$ cat src/rtl/lw_pkg.sv
package lw_pkg;
   typedef enum logic [1:0] {
      LW_RUN   = 2'd0,
      LW_LIGHT = 2'd1,
      LW_DEEP  = 2'd2
   } lw_state_e;
endpackage

$ cat src/rtl/lw_bus_sync.sv
module lw_bus_sync #(
   parameter int SYNC_STAGES     = 2,
   parameter bit BUS_ACTIVE_HIGH = 1'b1
) (
   input  logic clk,
   input  logic rst_n,
   input  logic bus_in,
   output logic bus_rise
);
   localparam int LAST = SYNC_STAGES - 1;

   if (SYNC_STAGES < 2 || SYNC_STAGES > 4) begin : g_bad_stages
      $error("lw_bus_sync: SYNC_STAGES must lie in 2..4");
   end

   logic             active_lvl;
   logic [LAST:0]    chain_q;
   logic             prev_q;

   // Polarity variant: map the bus level to an "active" level
   if (BUS_ACTIVE_HIGH) begin : g_pol_high
      assign active_lvl = bus_in;
   end else begin : g_pol_low
      assign active_lvl = ~bus_in;
   end

   for (genvar g = 0; g < SYNC_STAGES; g++) begin : g_stage
      if (g == 0) begin : g_first
         always_ff @(posedge clk or negedge rst_n) begin
            if (!rst_n) chain_q[g] <= 1'b0;
            else        chain_q[g] <= active_lvl;
         end
      end else begin : g_next
         always_ff @(posedge clk or negedge rst_n) begin
            if (!rst_n) chain_q[g] <= 1'b0;
            else        chain_q[g] <= chain_q[g-1];
         end
      end
   end

   always_ff @(posedge clk or negedge rst_n) begin
      if (!rst_n) prev_q <= 1'b0;
      else        prev_q <= chain_q[LAST];
   end

   assign bus_rise = chain_q[LAST] & ~prev_q;

   // a detected edge is a single-cycle event
   p_rise_single_r5: assert property (@(posedge clk) disable iff (!rst_n)
      bus_rise |=> !bus_rise);
endmodule

$ cat src/rtl/lw_mode_fsm.sv
module lw_mode_fsm
   import lw_pkg::*;
(
   input  logic      clk,
   input  logic      rst_n,
   input  logic      wait_stb,
   input  logic      deep_sel,
   input  logic      tx_busy,
   input  logic      bus_rise,
   output lw_state_e state_q,
   output logic      wake_fire,
   output logic      wake_deep
);
   lw_state_e state_d;
   logic      sleep_ok;

   assign sleep_ok = wait_stb & ~tx_busy;

   always_comb begin
      state_d = state_q;
      unique case (state_q)
         LW_RUN: begin
            if (sleep_ok) state_d = deep_sel ? LW_DEEP : LW_LIGHT;
         end
         LW_LIGHT, LW_DEEP: begin
            if (bus_rise) state_d = LW_RUN;
         end
         default: state_d = LW_RUN;
      endcase
   end

   always_ff @(posedge clk or negedge rst_n) begin
      if (!rst_n) state_q <= LW_RUN;
      else        state_q <= state_d;
   end

   assign wake_fire = (state_q != LW_RUN) & bus_rise;
   assign wake_deep = (state_q == LW_DEEP) & bus_rise;

   p_light_entry_r1: assert property (@(posedge clk) disable iff (!rst_n)
      (state_q == LW_RUN && wait_stb && !tx_busy && !deep_sel) |=> state_q == LW_LIGHT);
   p_deep_entry_r2: assert property (@(posedge clk) disable iff (!rst_n)
      (state_q == LW_RUN && wait_stb && !tx_busy && deep_sel) |=> state_q == LW_DEEP);
   p_wake_run_r5: assert property (@(posedge clk) disable iff (!rst_n)
      (state_q != LW_RUN && bus_rise) |=> state_q == LW_RUN);
   p_busy_hold_r6: assert property (@(posedge clk) disable iff (!rst_n)
      (state_q == LW_RUN && tx_busy) |=> state_q == LW_RUN);
   p_sleep_hold_r11: assert property (@(posedge clk) disable iff (!rst_n)
      (state_q != LW_RUN && !bus_rise) |=> state_q == $past(state_q));
endmodule

$ cat src/rtl/lw_eof_track.sv
module lw_eof_track (
   input  logic clk,
   input  logic rst_n,
   input  logic in_run,
   input  logic eof_rd,
   input  logic bus_rise,
   output logic eof_seen
);
   logic set_ev;

   assign set_ev = in_run & eof_rd;

   always_ff @(posedge clk or negedge rst_n) begin
      if (!rst_n)        eof_seen <= 1'b0;
      else if (set_ev)   eof_seen <= 1'b1;
      else if (bus_rise) eof_seen <= 1'b0;
   end

   p_eof_clear_r10: assert property (@(posedge clk) disable iff (!rst_n)
      (bus_rise && !eof_rd) |=> !eof_seen);
   p_eof_ignored_r10: assert property (@(posedge clk) disable iff (!rst_n)
      (!in_run && !bus_rise) |=> $stable(eof_seen));
endmodule

$ cat src/rtl/lw_wake_status.sv
module lw_wake_status (
   input  logic clk,
   input  logic rst_n,
   input  logic wake_fire,
   input  logic wake_deep,
   input  logic eof_seen,
   input  logic irq_ack,
   output logic wake_irq,
   output logic wake_nmi,
   output logic wake_clean
);
   always_ff @(posedge clk or negedge rst_n) begin
      if (!rst_n) begin
         wake_irq   <= 1'b0;
         wake_nmi   <= 1'b0;
         wake_clean <= 1'b0;
      end else if (wake_fire) begin
         wake_irq   <= 1'b1;
         wake_nmi   <= wake_deep;
         wake_clean <= wake_deep ? eof_seen : 1'b1;
      end else if (irq_ack) begin
         wake_irq   <= 1'b0;
         wake_nmi   <= 1'b0;
         wake_clean <= 1'b0;
      end
   end

   p_irq_hold_r7: assert property (@(posedge clk) disable iff (!rst_n)
      (wake_irq && !irq_ack) |=> wake_irq);
   p_ack_clear_r7: assert property (@(posedge clk) disable iff (!rst_n)
      (irq_ack && !wake_fire) |=> (!wake_irq && !wake_nmi && !wake_clean));
   p_light_clean_r8: assert property (@(posedge clk) disable iff (!rst_n)
      (wake_fire && !wake_deep) |=> (wake_clean && !wake_nmi));
   p_deep_clean_r9: assert property (@(posedge clk) disable iff (!rst_n)
      wake_deep |=> (wake_nmi && wake_clean == $past(eof_seen)));
endmodule

$ cat src/rtl/linkwake_ctrl.sv
module linkwake_ctrl
   import lw_pkg::*;
#(
   parameter int SYNC_STAGES     = 2,
   parameter bit BUS_ACTIVE_HIGH = 1'b1
) (
   input  logic clk,
   input  logic rst_n,
   input  logic wait_stb,
   input  logic deep_sel,
   input  logic tx_busy,
   input  logic eof_rd,
   input  logic bus_in,
   input  logic irq_ack,
   output logic tx_en,
   output logic core_clk_en,
   output logic wake_irq,
   output logic wake_nmi,
   output logic wake_clean
);
   lw_state_e state_q;
   logic      bus_rise;
   logic      wake_fire;
   logic      wake_deep;
   logic      eof_seen;

   lw_bus_sync #(
      .SYNC_STAGES     (SYNC_STAGES),
      .BUS_ACTIVE_HIGH (BUS_ACTIVE_HIGH)
   ) u_sync (
      .clk      (clk),
      .rst_n    (rst_n),
      .bus_in   (bus_in),
      .bus_rise (bus_rise)
   );

   lw_mode_fsm u_fsm (
      .clk       (clk),
      .rst_n     (rst_n),
      .wait_stb  (wait_stb),
      .deep_sel  (deep_sel),
      .tx_busy   (tx_busy),
      .bus_rise  (bus_rise),
      .state_q   (state_q),
      .wake_fire (wake_fire),
      .wake_deep (wake_deep)
   );

   lw_eof_track u_eof (
      .clk      (clk),
      .rst_n    (rst_n),
      .in_run   (state_q == LW_RUN),
      .eof_rd   (eof_rd),
      .bus_rise (bus_rise),
      .eof_seen (eof_seen)
   );

   lw_wake_status u_stat (
      .clk        (clk),
      .rst_n      (rst_n),
      .wake_fire  (wake_fire),
      .wake_deep  (wake_deep),
      .eof_seen   (eof_seen),
      .irq_ack    (irq_ack),
      .wake_irq   (wake_irq),
      .wake_nmi   (wake_nmi),
      .wake_clean (wake_clean)
   );

   assign tx_en       = (state_q == LW_RUN);
   assign core_clk_en = (state_q != LW_DEEP);

   // the core clock only drops on an accepted deep-sleep request
   p_clk_gate_r4: assert property (@(posedge clk) disable iff (!rst_n)
      $fell(core_clk_en) |-> $past(wait_stb && deep_sel && !tx_busy));
   // no wake request arises while the block was already running
   p_no_run_irq_r11: assert property (@(posedge clk) disable iff (!rst_n)
      $rose(wake_irq) |-> $past(!tx_en));
endmodule

$ cat config.mk
export PLATFORM = sky130hd
export DESIGN_NAME = linkwake_ctrl
export DESIGN_NICKNAME = d
export VERILOG_FILES = /design/src/rtl/lw_pkg.sv /design/src/rtl/lw_bus_sync.sv /design/src/rtl/lw_mode_fsm.sv /design/src/rtl/lw_eof_track.sv /design/src/rtl/lw_wake_status.sv /design/src/rtl/linkwake_ctrl.sv
export SDC_FILE = /design/constraint.sdc
export NUM_CORES = 1
export LEC_CHECK = 0
export BUFFER_PORTS_ARGS = -buffer_cell sky130_fd_sc_hd__buf_2
export CORE_MARGIN = 8
export CORE_UTILIZATION = 30
export DETAILED_ROUTE_END_ITERATION = 10
export PLACE_DENSITY = 0.54
export SYNTH_ARGS = -nofsm -noshare
export SYNTH_HDL_FRONTEND = slang
export SYNTH_HIERARCHICAL = 1
export SYNTH_SLANG_ARGS = --single-unit
$ cat constraint.sdc
create_clock -name clk -period 1.4 [get_ports clk]
set_clock_uncertainty 0.2 [all_clocks]
set_input_delay 0.28 -clock clk [delete_from_list [all_inputs] [get_ports clk]]
set_output_delay 0.28 -clock clk [all_outputs]
set_load 0.01 [all_outputs]
# Word level (Yosys, flattened, before mapping)
# Index checks and enable logic that the tools add are counted.
# Widths: inputs -> output; s select.
[totals] register_bits=9 elab_cells=37 output_inout_bits=5
[op_classes] muxes=11 reduce_logical=6 n_eq_ne=5 n_bitwise=7
[ops] operator="$mux 1" count=7
[ops] operator="$mux 2" count=3
[ops] operator="$reduce_bool 2->1" count=3
[ops] operator="$and 1x1->1" count=5
[ops] operator="$ne 2x2->1 const B" count=2
[ops] operator="$pmux 2 s2" count=1
[ops] operator="$eq 2x1->1 const B" count=1
[ops] operator="$eq 2x2->1 const B" count=1
[ops] operator="$logic_not 2->1" count=1
[ops] operator="$ne 2x1->1 const B" count=1
[ops] operator="$not 1->1" count=2
[ops] operator="$reduce_and 2->1" count=1
[ops] operator="$reduce_or 2->1" count=1

# Longest topological paths before layout
[depth] depth_word=5 ltp_mapped=5

# Hierarchy
# The synthesis kept the hierarchy.
[modules_own_cells] mod="lw_mode_fsm" instances=1 cells_each=16 seq_area_each_um2=50.0 area_each_um2=165.2
[modules_own_cells] mod="lw_wake_status" instances=1 cells_each=10 seq_area_each_um2=75.1 area_each_um2=117.6
[modules_own_cells] mod="lw_bus_sync" instances=1 cells_each=4 seq_area_each_um2=75.1 area_each_um2=88.8
[modules_own_cells] mod="lw_eof_track" instances=1 cells_each=4 seq_area_each_um2=25.0 area_each_um2=41.3
[modules_own_cells] mod="linkwake_ctrl" instances=1 cells_each=2 seq_area_each_um2=0.0 area_each_um2=10.0

# Worst setup path after synthesis
# OpenSTA, ideal clock, no wires.
[synth_timing] path_type="reg2reg" start="register u_fsm.state_q[0]" end="register u_fsm.state_q[0]" slack_ns=-0.013 stages_incl_launch_ff=6 required_time_ns=1.121 arrival_ns=1.133 setup_time_ns=0.079 period_less_slack_ns=1.413 cell_sequence="dfrtp_1 > inv_1 > ha_1 > nor2b_1 > a21oi_2 > mux2i_1"
[synth_via] elab_chain_len=4 word_cells_on_any_way=8 classes_between="eq/ne (4); mux (1); reduce/logical (3)"
[synth_rtl] element="start: declaration" line_no="lw_mode_fsm.sv:10" rtl="output lw_state_e state_q,"
[synth_rtl] element="start signal: assignment" line_no="lw_mode_fsm.sv:34" rtl="else state_q <= state_d;"
[synth_rtl] element="$eq 2x1->1 or $eq 2x2->1 (tied branches)" line_no="lw_mode_fsm.sv:21" rtl="unique case (state_q)"
[synth_rtl] element="$reduce_or 2->1" line_no="lw_mode_fsm.sv:21"
[synth_rtl] element="$ne 2x1->1 (no line)"
[synth_rtl] element="$reduce_and 2->1 (no line)"
# Several ways; a longest one is shown, not always the timed one.
# A chain may end at the register's enable or synchronous reset.

# Worst setup path after layout
[layout_timing] start="register u_fsm.state_q[0]" end="output port core_clk_en"
[layout_via] elab_chain_len=1
[layout_rtl] element="$ne 2x2->1" line_no="linkwake_ctrl.sv:71" rtl="assign core_clk_en = (state_q != LW_DEEP);"
[layout_rtl] element="end: declaration" line_no="linkwake_ctrl.sv:16" rtl="output logic core_clk_en,"
# No other way between the ends.

==> impl_metrics.json <==
{
  "status": "finished with violations",
  "violations": "negative setup slack",
  "critical_path_required_ns": 0.92,
  "grt_pass1_wl_microns": 1520,
  "synth_nets": 47,
  "grt_usage_pct": 7.21,
  "synth-main-ff-cell": "dfrtp_1",
  "synth-edff-count": 0,
  "netlist_area_sq_um": 423,
  "critPathKind": "reg2out",
  "htreeDepth": 1,
  "final_hold_viol_count": 0,
  "place.port_buffers": 12,
  "place.gp.congestion": 0.661,
  "clkTransAtPathRegs_ns": 0.06,
  "fin_ws_ns": -0.0974,
  "initial_utilization_pct": 32.1,
  "hold_class": "in2reg",
  "die_area_sq_um": 2870,
  "final_nets": 71,
  "area_growth_syn_to_layout_pct": 62.1,
  "path_max_fanout": 2,
  "grt_pass1_vias": 362,
  "clk_latency_ns": 0.25,
  "grt_max_degree": 10,
  "cts_tree": "done",
  "vias": 317,
  "ys_types": 17,
  "cts_made_buffers": 3,
  "rsz0062_at_grt": "true",
  "first_iter_violations": 2,
  "setup_viol": 4,
  "die_w_microns": 53.5,
  "async_reset_ff_share_pct": 100,
  "yosysSeqAreaShare_pct": 53.3,
  "dp_hpwl_microns": 612,
  "yosys_warnings": 6,
  "fp-row-count": 13,
  "drc": 0,
  "gr-total-overflow": 0,
  "fin_crit_ns": 1.50,
  "wl_microns": 858,
  "fin_cells": 74,
  "via_per_inst": 4.28,
  "ys_ff_latch": 9,
  "synth_area_per_cell_sq_um": 11.7,
  "cap_violations": 0,
  "clock-sinks": 9,
  "num_antenna_cells": 0,
  "ant_nets": 0,
  "cts_buffer_depth": 2,
  "worstMarginPinSlew_ns": 0.198,
  "antenna_found_initial": 0,
  "ir_worst_vdd_uv": 1070,
  "worstSetupEndpointType": "primary output",
  "core_area_sq_um": 1320,
  "maxClockFrequency_mhz": 668,
  "pre_cts_ws_ns": -0.0357,
  "wl_per_cell_microns": 11.6,
  "timing.slew.headroom_pct": 86.8,
  "drv_slew": 0,
  "synthCells": 36,
  "root_buffer": "clkbuf_4",
  "cp.arrival_ns": 1.02,
  "leakagePower_nw": 0.333,
  "fp.dieH_microns": 53.5,
  "power_density_nw_per_um2": 1930,
  "post-route-period-util_pct": 107,
  "drive_gt1_share_pct": 62.7,
  "firstDrtPassIters": 4,
  "dpl.cell_count": 67,
  "start_kind": "register",
  "pin_count": 13
}
-- routing by layer --
metal	global-route usage [%]	vias up	routed length [microns]
li1	-	161	-
met1	7.38	145	343
met2	12.1	11	413
met3	4.96	0	100
met4	1.26	0	0
met5	0	-	0
-- Yosys cell counts (3+ instances only) --
| master | count | share of area (%) |
|---|---|---|
| dfrtp_1 | 9 | 53 |
| inv_1 | 4 | 3.5 |
| ha_1 | 3 | 8.9 |
| nand2_1 | 3 | 2.7 |
| nand2b_1 | 3 | 4.4 |
| nor2b_1 | 3 | 4.4 |
-- final cells by class --
type / instances / area (sq um)
fillers: 124 / 632
multi-input cells: 23 / 255
flip-flops and latches: 9 / 225
repair buffers: 19 / 145
clock buffers: 4 / 26.3
well taps: 15 / 18.8
inverters: 4 / 15.0
-- flip-flops by register name (all words and copies together), names as in the netlist --
name and cells:
u_fsm/state_q 2, u_eof/eof_seen 1, u_sync/prev_q 1, u_stat/wake_nmi 1, u_sync/chain_q 2, u_stat/wake_clean 1
u_stat/wake_irq 1
-- path summary, 6_finish.rpt --
path                                              startpoint                      endpoint  slack [ns]  cells past startpoint
worst max-delay path            u_fsm/state_q[0]$_DFFE_PN0P_                   core_clk_en        -0.1                      3
worst min-delay path                                  eof_rd    u_eof/eof_seen$_DFFE_PN0P_        0.03                      3
worst max register to register  u_fsm/state_q[0]$_DFFE_PN0P_  u_fsm/state_q[0]$_DFFE_PN0P_       -0.04                      5
worst min register to register   u_sync/chain_q[0]$_DFF_PN0_   u_sync/chain_q[1]$_DFF_PN0_        0.15                      0
max in group asynchronous                              rst_n  u_fsm/state_q[1]$_DFFE_PN0P_        0.63                      2
min in group asynchronous                              rst_n   u_stat/wake_nmi$_DFFE_PN0P_        0.20                      2
-- placed cells by master, fill, tap and decap left out, types with 2 or more instances in the layout --
| cell type | count |
|---|---|
| nand2b_4 | 2 |
| buf_6 | 6 |
| inv_2 | 2 |
| clkbuf_4 | 3 |
| inv_1 | 2 |
| nor2b_4 | 2 |
| dlygate4sd3_1 | 2 |
| ha_4 | 2 |
| nand2b_1 | 2 |
| buf_2 | 10 |
| nand2_1 | 2 |
| dfrtp_1 | 9 |
-- per-stage QoR --
step / total power [mW] / hold WS, ns / setup TNS [ns] / cell area [sq um] / utilization, %
after floorplan: 0.639 / -0.216 / 0 / 423 / -
after global placement: 0.819 / -0.0598 / -0.00257 / 532 / 40.4
after detailed placement: 0.820 / -0.0592 / -0.0389 / 532 / 40.4
after CTS: 1.25 / 0.0232 / -0.264 / 657 / 49.9
after global routing: 1.43 / 0.0249 / -0.451 / 686 / 52.0
final: 1.32 / 0.0310 / -0.250 / 686 / 52.0
-- cells by family (layout without fill, tap and decap cells) --
group                      after synthesis  after routing  synth area share (%)
adders and majority gates                3              3                  8.88
buffers and inverters                    4             27                  3.55
AOI/OAI and AO/OA                        6              6                  11.5
and+or+nand+nor                         13             13                  20.4
muxes                                    1              1                  2.37
DFF                                      9              9                  53.3
-- repair_timing --
| action | 4_1_cts | 5_1_grt |
|---|---|---|
| hold endpoints to repair | 10 | 0 |
| gates resized for setup | 16 | 5 |
| hold buffers | 2 | 0 |
| setup buffers | 0 | 1 |
| gates cloned | 0 | 0 |
| endpoints found under the setup margin | 5 | 6 |
| pin swaps | 4 | 3 |
-- report_power, final --
| group | total [mW] | internal (mW) | switching, mW |
|---|---|---|---|
| Clock | 0.192 | 0.109 | 0.0830 |
| Sequential | 0.365 | 0.326 | 0.0390 |
| Combinational | 0.765 | 0.434 | 0.330 |
-- critical path: stages, from the launching register on --
cell      delay (ns)
dfrtp_1         0.39
buf_6           0.13
nand2b_4        0.13
buf_6           0.12
(Power assumes the default switching activity.)
